<file path="src/rtl/sld_pkg.sv">
package sld_pkg;
  localparam int NREG        = 4;
  localparam int LANES       = 4;
  localparam int SEL_W       = $clog2(NREG);
  localparam int LANE_SEL_W  = $clog2(LANES);
  localparam int CNT_W       = $clog2(NREG + 1);
  localparam int MIN_MEMBERS = 2;

  typedef struct packed {
    logic                  wrEn;
    logic                  bcast;
    logic [SEL_W-1:0]      regSel;
    logic [LANE_SEL_W-1:0] laneSel;
  } sldStrobe_t;
endpackage

</file>
<file path="src/rtl/sld_ctrl.sv">
module sld_ctrl
  import sld_pkg::*;
(
  input  logic             clk,
  input  logic             rstN,
  input  logic             startPulse,
  input  logic [CNT_W-1:0] memberCount,
  input  logic             replicate,
  input  logic             elemValid,
  output logic             busy,
  output logic             donePulse,
  output sldStrobe_t       strobe
);
  logic [CNT_W-1:0]      nReg;
  logic                  repMode;
  logic [SEL_W-1:0]      memberIdx;
  logic [LANE_SEL_W-1:0] laneIdx;
  logic                  countOk;
  logic                  memberLast;
  logic                  loadLast;

  assign countOk    = (memberCount >= CNT_W'(MIN_MEMBERS)) && (memberCount <= CNT_W'(NREG));
  assign memberLast = (CNT_W'(memberIdx) == nReg - CNT_W'(1));
  assign loadLast   = memberLast && (repMode || (laneIdx == LANE_SEL_W'(LANES - 1)));

  always_ff @(posedge clk) begin
    if (!rstN) begin
      busy      <= 1'b0;
      donePulse <= 1'b0;
      nReg      <= '0;
      repMode   <= 1'b0;
      memberIdx <= '0;
      laneIdx   <= '0;
    end else begin
      donePulse <= 1'b0;
      if (!busy) begin
        if (startPulse && countOk) begin
          busy      <= 1'b1;
          nReg      <= memberCount;
          repMode   <= replicate;
          memberIdx <= '0;
          laneIdx   <= '0;
        end
      end else if (elemValid) begin
        if (loadLast) begin
          busy      <= 1'b0;
          donePulse <= 1'b1;
        end else if (memberLast) begin
          memberIdx <= '0;
          laneIdx   <= laneIdx + LANE_SEL_W'(1);
        end else begin
          memberIdx <= memberIdx + SEL_W'(1);
        end
      end
    end
  end

  always_comb begin
    strobe.wrEn    = busy && elemValid;
    strobe.bcast   = repMode;
    strobe.regSel  = memberIdx;
    strobe.laneSel = laneIdx;
  end
endmodule

</file>
<file path="src/rtl/sld_datapath.sv">
module sld_datapath
  import sld_pkg::*;
#(
  parameter int ELEM_W = 32,
  localparam int REG_W = ELEM_W * LANES
) (
  input  logic                       clk,
  input  logic                       rstN,
  input  sldStrobe_t                 strobe,
  input  logic [ELEM_W-1:0]          elemData,
  output logic [NREG-1:0][REG_W-1:0] vecRegs
);
  for (genvar r = 0; r < NREG; r++) begin : g_reg
    for (genvar l = 0; l < LANES; l++) begin : g_lane
      logic hit;
      assign hit = strobe.wrEn && (strobe.regSel == SEL_W'(r)) &&
                   (strobe.bcast || (strobe.laneSel == LANE_SEL_W'(l)));
      always_ff @(posedge clk) begin
        if (!rstN) begin
          vecRegs[r][l*ELEM_W +: ELEM_W] <= '0;
        end else if (hit) begin
          vecRegs[r][l*ELEM_W +: ELEM_W] <= elemData;
        end
      end
    end
  end
endmodule

</file>
<file path="src/rtl/sld_deinterleave.sv">
module sld_deinterleave
  import sld_pkg::*;
#(
  parameter int ELEM_W = 32,
  localparam int REG_W = ELEM_W * LANES
) (
  input  logic             clk,
  input  logic             rstN,
  input  logic             startPulse,
  input  logic [CNT_W-1:0] memberCount,
  input  logic             replicate,
  input  logic             elemValid,
  input  logic [ELEM_W-1:0] elemData,
  output logic             elemReady,
  output logic [REG_W-1:0] vecOut0,
  output logic [REG_W-1:0] vecOut1,
  output logic [REG_W-1:0] vecOut2,
  output logic [REG_W-1:0] vecOut3,
  output logic             donePulse
);
  sldStrobe_t                 strobe;
  logic [NREG-1:0][REG_W-1:0] vecRegs;

  sld_ctrl ctrl_i (
    .clk         (clk),
    .rstN        (rstN),
    .startPulse  (startPulse),
    .memberCount (memberCount),
    .replicate   (replicate),
    .elemValid   (elemValid),
    .busy        (elemReady),
    .donePulse   (donePulse),
    .strobe      (strobe)
  );

  sld_datapath #(.ELEM_W(ELEM_W)) dp_i (
    .clk      (clk),
    .rstN     (rstN),
    .strobe   (strobe),
    .elemData (elemData),
    .vecRegs  (vecRegs)
  );

  assign vecOut0 = vecRegs[0];
  assign vecOut1 = vecRegs[1];
  assign vecOut2 = vecRegs[2];
  assign vecOut3 = vecRegs[3];
endmodule

</file>
<file path="config.mk">
export PLATFORM = sky130hd
export DESIGN_NAME = sld_deinterleave
export DESIGN_NICKNAME = d
export VERILOG_FILES = /design/src/rtl/sld_pkg.sv /design/src/rtl/sld_ctrl.sv /design/src/rtl/sld_datapath.sv /design/src/rtl/sld_deinterleave.sv
export SDC_FILE = /design/constraint.sdc
export NUM_CORES = 1
export LEC_CHECK = 0
export ABC_AREA = 1
export BUFFER_PORTS_ARGS = -buffer_cell sky130_fd_sc_hd__buf_2
export CORE_UTILIZATION = 40
export CTS_CLUSTER_DIAMETER = 150
export CTS_CLUSTER_SIZE = 20
export DETAILED_ROUTE_END_ITERATION = 6
export PLACE_DENSITY = 0.7
export SYNTH_ARGS = -nofsm -noshare
export SYNTH_HDL_FRONTEND = slang
export SYNTH_HIERARCHICAL = 1
export SYNTH_SLANG_ARGS = --single-unit
</file>
<file path="constraint.sdc">
create_clock -name clk -period 2.9 [get_ports clk]
set_input_delay 0.145 -clock clk [delete_from_list [all_inputs] [get_ports clk]]
set_output_delay 0.145 -clock clk [all_outputs]
set_load 0.03 [all_outputs]
</file>
After elaboration in Yosys (flattened, before gate mapping)
Index checks and enable logic that the tools add are counted.

Bits in registers: 522. Bits of input ports: 40. Output and inout port bits: 514. Word-level logic and storage cells: 87.

$add $sub $neg: 3. Magnitude comparators: 2. Equal/unequal tests: 10. Multiplexer cells: 14. Bitwise gates (word level): 1. Reductions and logical operators: 35.

Operator list (number): 1-bit logical AND (24); 2-bit 2-to-1 mux (9); 2-bit == test, second input constant (4); 2-bit inequality test, second input constant (3); 3-bit AND reduction (2); 1-bit 2-to-1 mux (5); 2-bit by 1-bit adder with 2-bit output, second input constant (2); 2-bit by 1-bit == test with 1-bit output, second input constant (2); 2-bit logical NOT (2); 1-bit logical OR (4); 4-bit AND reduction (1); 2-bit by 3-bit == test with 1-bit output (1); 3-bit by 2-bit greater-or-equal comparator with 1-bit output, second input constant (1); 3-bit <= comparator, second input constant (1); 3-bit by 1-bit subtractor with 3-bit output, second input constant (1); 2-bit AND reduction (1); 2-bit nonzero test (1); 1-bit inverter (1).

Depth between registers and ports, before layout
Gate-level depths: netlist (run 1).

Depth after elaboration: 6. Mapped depth: 11. Mapped depth without buffers: 11.

Modules after synthesis
The synthesis (run 1) kept the hierarchy.

By module, submodules not included: sld_datapath (times used 1, cells an instance 2906, area an instance 20369.5 um^2, sequential area each 10249.8 um^2); sld_ctrl (times used 1, cells an instance 86, area an instance 605.6 um^2, sequential area each 200.2 um^2).

Worst setup path after synthesis (run 1)
OpenSTA, ideal clock, no wires.

Path kind: register -> register. Start: register ctrl_i.busy. End: register dp_i/vecRegs[457] (netlist name). Setup time: 0.115 ns. Arrival time: 1.648 ns. Data required time: 2.785 ns. Setup slack: 1.136 ns. Cell stages (with the launch flop): 10. Path buffers: 2. Clock period less this slack: 1.764 ns. Path through: dfxtp_1 nand2_1 inv_1 nand3_1 inv_1 buf_2 buf_2 nand3_1 nand2_1 nor2_1.

RTL lines: start: declaration (line sld_ctrl.sv:10) `output logic busy,`; start signal: assignment (line sld_ctrl.sv:28) `busy <= 1'b0;`; start signal: assignment (line sld_ctrl.sv:38) `busy <= 1'b1;`; start signal: assignment (line sld_ctrl.sv:46) `busy <= 1'b0;`.

==> results by stage, run 1 <==
Pwr:
- For this design the ratio of total power to cell area is 517 nW/um2.
- The share of total power dissipated in the clock network is 0.332.
- The switching power share of the total is 0.274.
- The share of total power dissipated in sequential elements is 0.557.
- The net switching power is 3.59 mW.
- Summed over all cells, the static leakage comes to 11.9 nW.
- Of the total power, combinational logic draws 0.111.
- VDD sags by at most 0.471 mV.
- The internal power is 9.48 mW.

Floorplan:
- The count of standard-cell rows is 83.
- The core region is 51500 um2.
- The starting density of the core is 0.407.
- 554 I/O pins were placed.
- In this run the horizontal extent of the chip is 231 um.
- The height of the chip is 231 um.
- The area of the die is 53400 um2.

Timing:
- The worst pin sits at a relative slew slack of 0.229.
- Of the available clock period, the critical path in the final layout requires 0.752.
- The final count of negative-setup-slack endpoints is 0.
- For the pin with the worst max-slew slack, the measured transition is 1.16 ns.
- The peak clock frequency supported by timing is 458 MHz.
- The worst hold slack after final layout is 0.0256 ns.
- The accumulated negative setup slack is 0 ns.
- The count of final max-slew check failures is 0.
- The smallest clock period supported by the final layout is computed as 2.18 ns.
- Setup repair after global routing left no endpoint under its margin.
- The hold violation count in the final report is 0.
- The minimum setup slack in the final design is 0.718 ns.
- For the final database, setup skew stands at 0.0235 ns.

Synthesis:
- The number of enable flip-flop cells after synthesis is 0.
- The distinct cell type count after synthesis is 23.
- Ranked by instance count, the synthesized netlist is headed by nor2_1, nand2_1, dfxtp_1.
- Of all cell types, the one taking the most synthesized area is dfxtp_1.
- The netlist area before placement is 21000 um2.
- Ranked by total cell area, the synthesized netlist is headed by dfxtp_1, nor2_1, nand3_1.
- The number of instances in the synthesized netlist is 2992.
- The share of the Yosys chip area taken by registers is 0.498.
- The count of synthesis-stage warnings from yosys is 6.
- Yosys instantiated no cell more often than nor2_1.
- The most common flop cell mapped by yosys is dfxtp_1.
- The synthesized design contains 522 register bits.
- After synthesis, the mean cell area works out to 7.01 um2.
- After synthesis, the share of flip-flops with an asynchronous set or reset is 0.
- The share of synthesized area in the top cell type comes to 0.498.
- When the netlist entered floorplanning its net count stood at 3034.

Detailed routing:
- The number of violations reported at the end of detailed-routing iteration 0 is 2107.
- The aggregate routed wire length is 79800 um.
- After detailed routing, the wire length on met1 is 33000 um.
- The per-cell routed wire length is 19.6 um.
- For this block, the via count after detailed routing is 21600.
- The met3 wire length is 7290 um.
- After detailed routing, the number of vias per cell comes to 5.32.
- The final antenna-violating net count is 0.
- Wire segments on met2 add up to 36000 um in the final route.
- The final routed DRC violation total is 0.
- The first TritonRoute pass finished after 6 iterations.
- The uppermost layer routed is met4.

CTS:
- The clock latency on the worst-skew pair is 0.60 ns.
- In this run the number of H-tree levels came out at 1.
- CTS saw 522 sinks.
- After clock tree synthesis, the clock-pin slew on the worst setup and hold paths is 0.08 ns.
- The maximum number of buffers from clock root to sink is 3.
- Buffers inserted during clock tree synthesis total 30.
- In this run, post-CTS hold repair placed 9 buffers.
- The number of post-CTS setup repair buffers is 0.
- The tree is rooted in a clkbuf_16.
- The number of gates given a new drive strength after cts is 0.
- TritonCTS built the clock tree.

Setup path:
- The biggest fanout along the worst timing path is 50.
- Data on the critical path arrives at its endpoint at 2.68 ns.
- STA classifies the critical path endpoint as a flop.
- STA puts the critical path data required time at 3.40 ns.
- The type of the worst setup path is flop to flop.
- The worst setup path is launched from a flop.

Finish:
- The count of nets after finishing is 3427.
- The number of diodes is 0.
- The cell area after layout is 25300 um2.
- Relative to the synthesized area, the layout overhead comes to 20.4%.
- The number of fill cells in the layout is 5302.
- In the final layout, the share of cells above drive strength 1 is 0.204.
- Measured on the finished design, the core utilization comes to 0.490.

Global route:
- Entering global routing, the biggest net connects 108 pins.
- The first global-routing pass estimated 116000 um of wire.
- The total track usage is 0.283.
- The remaining global-route overflow is 0.
- The number of antenna violations at the first check in global routing is 1.
- The number of global-route vias before repair was 18500.

Placed design:
- Port buffering added 553 buffers.
- The HPWL after detailed placement is 49900 um.
- At the end of routability-driven placement, the weighted congestion stood at 0.830.
- OpenSTA, run right after detailed placement, puts the worst setup slack at 0.759 ns.
- After detailed placement, the total cell area comes to 24400 um2.

Flow run:
- Across the run, the number of max-cap violations was 0.

Status:
- The run finished with clean final reports.

Min path:
- The classification of the worst-slack hold path is input pin to flop.
## cells in the final DEF, fill, tap and decap left out
master | netlist | final
a21boi_2 | 1 | 1
a21oi_1 | 260 | 260
buf_12 | 0 | 25
buf_2 | 133 | 552
buf_4 | 1 | 56
buf_8 | 0 | 1
clkbuf_16 | 0 | 31
dfxtp_1 | 522 | 522
dlygate4sd3_1 | 0 | 9
ha_1 | 2 | 2
inv_1 | 57 | 55
inv_16 | 0 | 1
inv_2 | 1 | 1
inv_6 | 0 | 2
nand2_1 | 546 | 543
nand2_2 | 2 | 2
nand2_4 | 1 | 4
nand3_1 | 519 | 519
nand3_2 | 1 | 1
nand3_4 | 1 | 1
nand4_1 | 3 | 3
nand4_4 | 1 | 1
nor2_1 | 788 | 778
nor2_2 | 0 | 8
nor2_4 | 1 | 3
o211ai_1 | 1 | 1
o21ai_0 | 2 | 1
o21ai_4 | 0 | 1
xnor2_2 | 1 | 1
## power groups by stage
| stage | combinational [mW] | sequential [mW] | clock (mW) |
|---|---|---|---|
| CTS | 1.43 | 7.28 | 4.38 |
| detailed placement | 1.42 | 7.45 | 0 |
| global route | 1.56 | 7.29 | 4.63 |
| finish | 1.46 | 7.28 | 4.33 |
| floorplan | 0.792 | 7.56 | 0 |
| global placement | 1.42 | 7.45 | 0 |
## path summary, 6_finish.rpt
path                            depth (start not counted)              start                end  slack, ns
worst max-delay path                                    8        ctrl_i/busy  dp_i/vecRegs[480]       0.72
worst min-delay path                                    4         startPulse     ctrl_i/nReg[1]       0.03
worst max register to register                          8        ctrl_i/busy  dp_i/vecRegs[480]       0.72
worst min register to register                          2  dp_i/vecRegs[488]  dp_i/vecRegs[488]       0.47
## stage by stage
step	power (mW)	instances
floorplan	8.35	2992
global placement	8.86	4024
detailed placement	8.87	4024
CTS	13.1	4065
global route	13.5	4065
finish	13.1	4065
## sequential cells by signal, indices dropped and copies added, names as in the netlist
name	cells
dp_i/vecRegs	512
ctrl_i/laneIdx	2
ctrl_i/repMode	1
ctrl_i/busy	1
ctrl_i/memberIdx	2
ctrl_i/donePulse	1
ctrl_i/nReg	3
## worst max-delay path, stage by stage, from the launching register on
cell and delay (ns):
dfxtp_1 0.46, nand2_1 0.15, inv_1 0.18, nand3_1 0.27, inv_6 0.46, buf_4 0.32, nand3_1 0.10, nand2_1 0.10
nor2_1 0.05
## per-layer routing
metal,vias up,global-route usage
met3,163,0.0435
li1,10300,-
met1,10100,0.384
met2,1083,0.447
met5,-,0
met4,0,0.120
## layout make-up
type,instances,area (um2),share of cell area
Clock inverter,1,20.0,0.000793
Tap cell,680,851,0.0337
Multi-Input combinational cell,2130,9150,0.362
Timing Repair Buffer,643,3790,0.150
Sequential cell,522,10500,0.414
Clock buffer,31,776,0.0307
Inverter,58,228,0.00901
## kinds of logic (layout without fill, tap and decap cells)
family	Yosys count	after routing	synth area share
adders and majority gates	2	2	0.00119
xor gates and xnor gates	1	1	0.000776
AOI/OAI and AO/OA	264	264	0.0634
buffers and inverters	340	733	0.0690
DFF	522	522	0.498
and+or+nand+nor	1863	1863	0.367
No activity file was read; power rests on OpenSTA's default activity.
==> run 2, diff against run 1 <==
clock period = 2.05 ns   (was 2.9 ns; I/O delays follow)
==> results by stage, run 2 (same netlist as run 1, synthesis figures left out) <==
CTS:
- The H-tree depth is 1 (unchanged).
- The maximum number of buffers from clock root to sink was 3 (unchanged).
- The TritonCTS clock tree is yes (unchanged).
- The clock sink count is 522 (unchanged).
- The clock root buffer is clkbuf_16 (unchanged).
- The number of gates given a new drive strength after cts is 0 (unchanged).
- The clock buffer count from CTS came to 30 (unchanged).
- The clock latency on the worst-skew pair is 0.63 ns (was 0.60 ns).
- The clock-pin slew of the registers on the worst-case setup and hold paths is 0.09 ns (was 0.08 ns).

Setup path:
- The kind of capture point of the worst setup path is a flop (unchanged).
- The maximum cell stage delay along the critical path came to 0.35 ns (was 0.46 ns).
- The critical path startpoint is ctrl_i/busy (unchanged).
- The biggest fanout along the worst timing path is 38 (was 50).
- The type of the worst setup path is flop to flop (unchanged).
- The library cell contributing the largest single delay on the critical path is inv_6 (was dfxtp_1).
- The kind of start point of the critical path is a flop (unchanged).
- The capture point of the worst reg-to-reg path is dp_i/vecRegs[216] (was dp_i/vecRegs[480]).
- The count of cells along the worst register-to-register path is 8 (unchanged).
- The signal arrival time at the worst endpoint is 2.36 ns (was 2.68 ns).
- The last element of the critical path is dp_i/vecRegs[216] (was dp_i/vecRegs[480]).
- The required time of the critical path is 2.58 ns (was 3.40 ns).
- The beginning of the worst register-to-register path is ctrl_i/busy (unchanged).
- Cells along the critical path: nand2_1 > inv_1 > nand3_1 > inv_6 > buf_4 > nand3_1 > nand2_1 > nor2_1 (unchanged).
- The setup slack of the worst register-to-register path is 0.22 ns (was 0.72 ns).

Global route:
- The largest net degree at the start of global routing was 93 (was 108).
- The number of antenna violations at the first check in global routing was 1 (unchanged).
- The total track usage came to 0.287 (was 0.283).
- The number of global-route vias before repair is 18700 (was 18500).
- The first-pass GRT wire length is 117000 um (was 116000 um).
- The remaining global-route overflow is 0 (unchanged).

Placed design:
- The HPWL after detailed placement is 51000 um (was 49900 um).
- The quantity of I/O buffers inserted on ports was 553 (unchanged).
- The weighted congestion reported at the end of routability-driven placement is 0.830 (about the same).

Timing:
- Setup repair after global routing missed its margin: false (unchanged).
- The final count of negative-setup-slack endpoints is 0 (unchanged).
- The post-route clock period utilization is 0.894 (was 0.752).
- The final critical path time including I/O delays and setup is 1.83 ns (was 2.18 ns).
- The accumulated negative setup slack is 0 ns (unchanged).
- The worst-case headroom to the max-slew limit is 0.612 (was 0.229).
- The count of final max-slew check failures was 0 (unchanged).
- The final worst clock skew came to 0.0386 ns (was 0.0235 ns).
- The hold violation count in the final report was 0 (unchanged).
- The worst hold slack after final layout is 0.0598 ns (was 0.0256 ns).
- The peak clock frequency supported by timing came to 546 MHz (was 458 MHz).
- The slew of the pin with the lowest slew margin is 0.580 ns (was 1.16 ns).

Min path:
- The classification of the worst-slack hold path is input pin to flop (unchanged).

Floorplan:
- The horizontal extent of the die was 231 um (unchanged).
- The area of the die was 53400 um2 (unchanged).
- The number of ports placed on the die boundary is 554 (unchanged).
- The starting density of the core is 0.407 (unchanged).
- The height of the chip is 231 um (unchanged).
- The count of standard-cell rows came to 83 (unchanged).
- The core outline area is 51500 um2 (unchanged).

Detailed routing:
- The routed via count is 21700 (was 21600).
- The per-cell routed wire length is 19.7 um (was 19.6 um).
- The detail-routed via count per cell was 5.29 (was 5.32).
- The number of violations reported at the end of detailed-routing iteration 0 is 2077 (was 2107).
- The final routed DRC violation total is 0 (unchanged).
- The detailed-routing iteration count for the pre-antenna-repair pass came to 7 (was 6).
- The final antenna-violating net count came to 0 (unchanged).
- The aggregate routed wire length came to 80900 um (was 79800 um).

Pwr:
- The power density over the cells is 724 nW/um2 (was 517 nW/um2).
- The worst vdd rail ir drop is 0.686 mV (was 0.471 mV).
- The leakage power figure was 12.1 nW (was 11.9 nW).

Finish:
- Leading registers by flop count: dp_i/vecRegs x512, ctrl_i/nReg x3 (unchanged).
- Commonest cells after routing, fill and taps aside: nor2_1, buf_2, nand2_1 (unchanged).
- The count of nets after finishing is 3471 (was 3427).
- The number of flip-flops under the largest register name is 512 (unchanged).
- The share of layout cells above drive strength 1 is 0.214 (was 0.204).
- The growth of design area from synthesis to finish is 23.0% (was 20.4%).
- The register ranked first by flip-flop count is dp_i/vecRegs (unchanged).
- The number of diodes is 0 (unchanged).
- The commonest non-fill, non-tap cell in the layout is nor2_1 (unchanged).

Status:
- Run status: complete, no violations (unchanged).

Flow run:
- The max-cap check violation count is 0 (unchanged).
-- run 2: cell types whose count changed in the layout (fill, tap and decap cells not counted), sizes merged --
| cell | change |
|---|---|
| buf | +43 |
| dlygate4sd3 | +1 |
-- run 2: layout make-up --
| cell class | count | area (um2) |
|---|---|---|
| multi-input combinational | 2130 | 9150 |
| sequential | 522 | 10500 |
| inverter | 58 | 228 |
| tap | 680 | 851 |
| timing repair buffer | 687 | 4330 |
| clock buffer | 31 | 776 |
| fill | 5168 | 25700 |
| clock inverter | 1 | 20.0 |
-- run 2: how the worst min path moves through the flow --
stage,startpoint,end,slack (ns),depth (start not counted)
2_1_floorplan,rstN,ctrl_i/laneIdx[1],0.22,2
3_3_place_gp,replicate,ctrl_i/repMode,0.36,3
3_5_place_dp,replicate,ctrl_i/repMode,0.37,3
4_1_cts,elemData[31],dp_i/vecRegs[255],0.04,6
5_1_grt,elemData[28],dp_i/vecRegs[156],0.08,6
6_report,elemData[31],dp_i/vecRegs[255],0.06,6
-- run 2: what timing repair did --
item,4_1_cts,5_1_grt
hold endpoints to repair,41,0
hold buffers,11,0
buffers inserted,0,0
endpoints found under the setup margin,0,1
-- run 2: critical path, delay by kind of cell, from the launching register on --
family	cells	cell delay (ns)
flops	1	0.33
simple gates	5	0.56
buf+inv	3	0.81
-- run 2: through the flow --
stage | cells | area (um2) | power [mW] | utilization | setup WS (ns)
after global placement | 4067 | 24900 | 12.7 | 0.484 | 0.310
after detailed placement | 4067 | 24900 | 12.7 | 0.484 | 0.264
final | 4109 | 25800 | 18.7 | 0.501 | 0.217
after global routing | 4109 | 25800 | 19.3 | 0.501 | 0.0621
after floorplan | 2992 | 21000 | 11.8 | - | 0.286
after CTS | 4110 | 25800 | 18.7 | 0.501 | 0.182
-- run 2: power by group --
group          internal, mW  leakage, nW  switching (mW)
clock                  2.69        0.392            3.47
combinational         0.610         7.54            1.60
sequential             10.2         4.21          0.0754
total                  13.5         12.1            5.14
-- run 2: per-layer routing --
layer	vias to the layer above	track usage	routed length, um
li1	10400	-	-
met1	10100	0.382	33000
met2	1058	0.459	36800
met3	180	0.0425	7140
met4	0	0.125	3940
met5	-	0	0
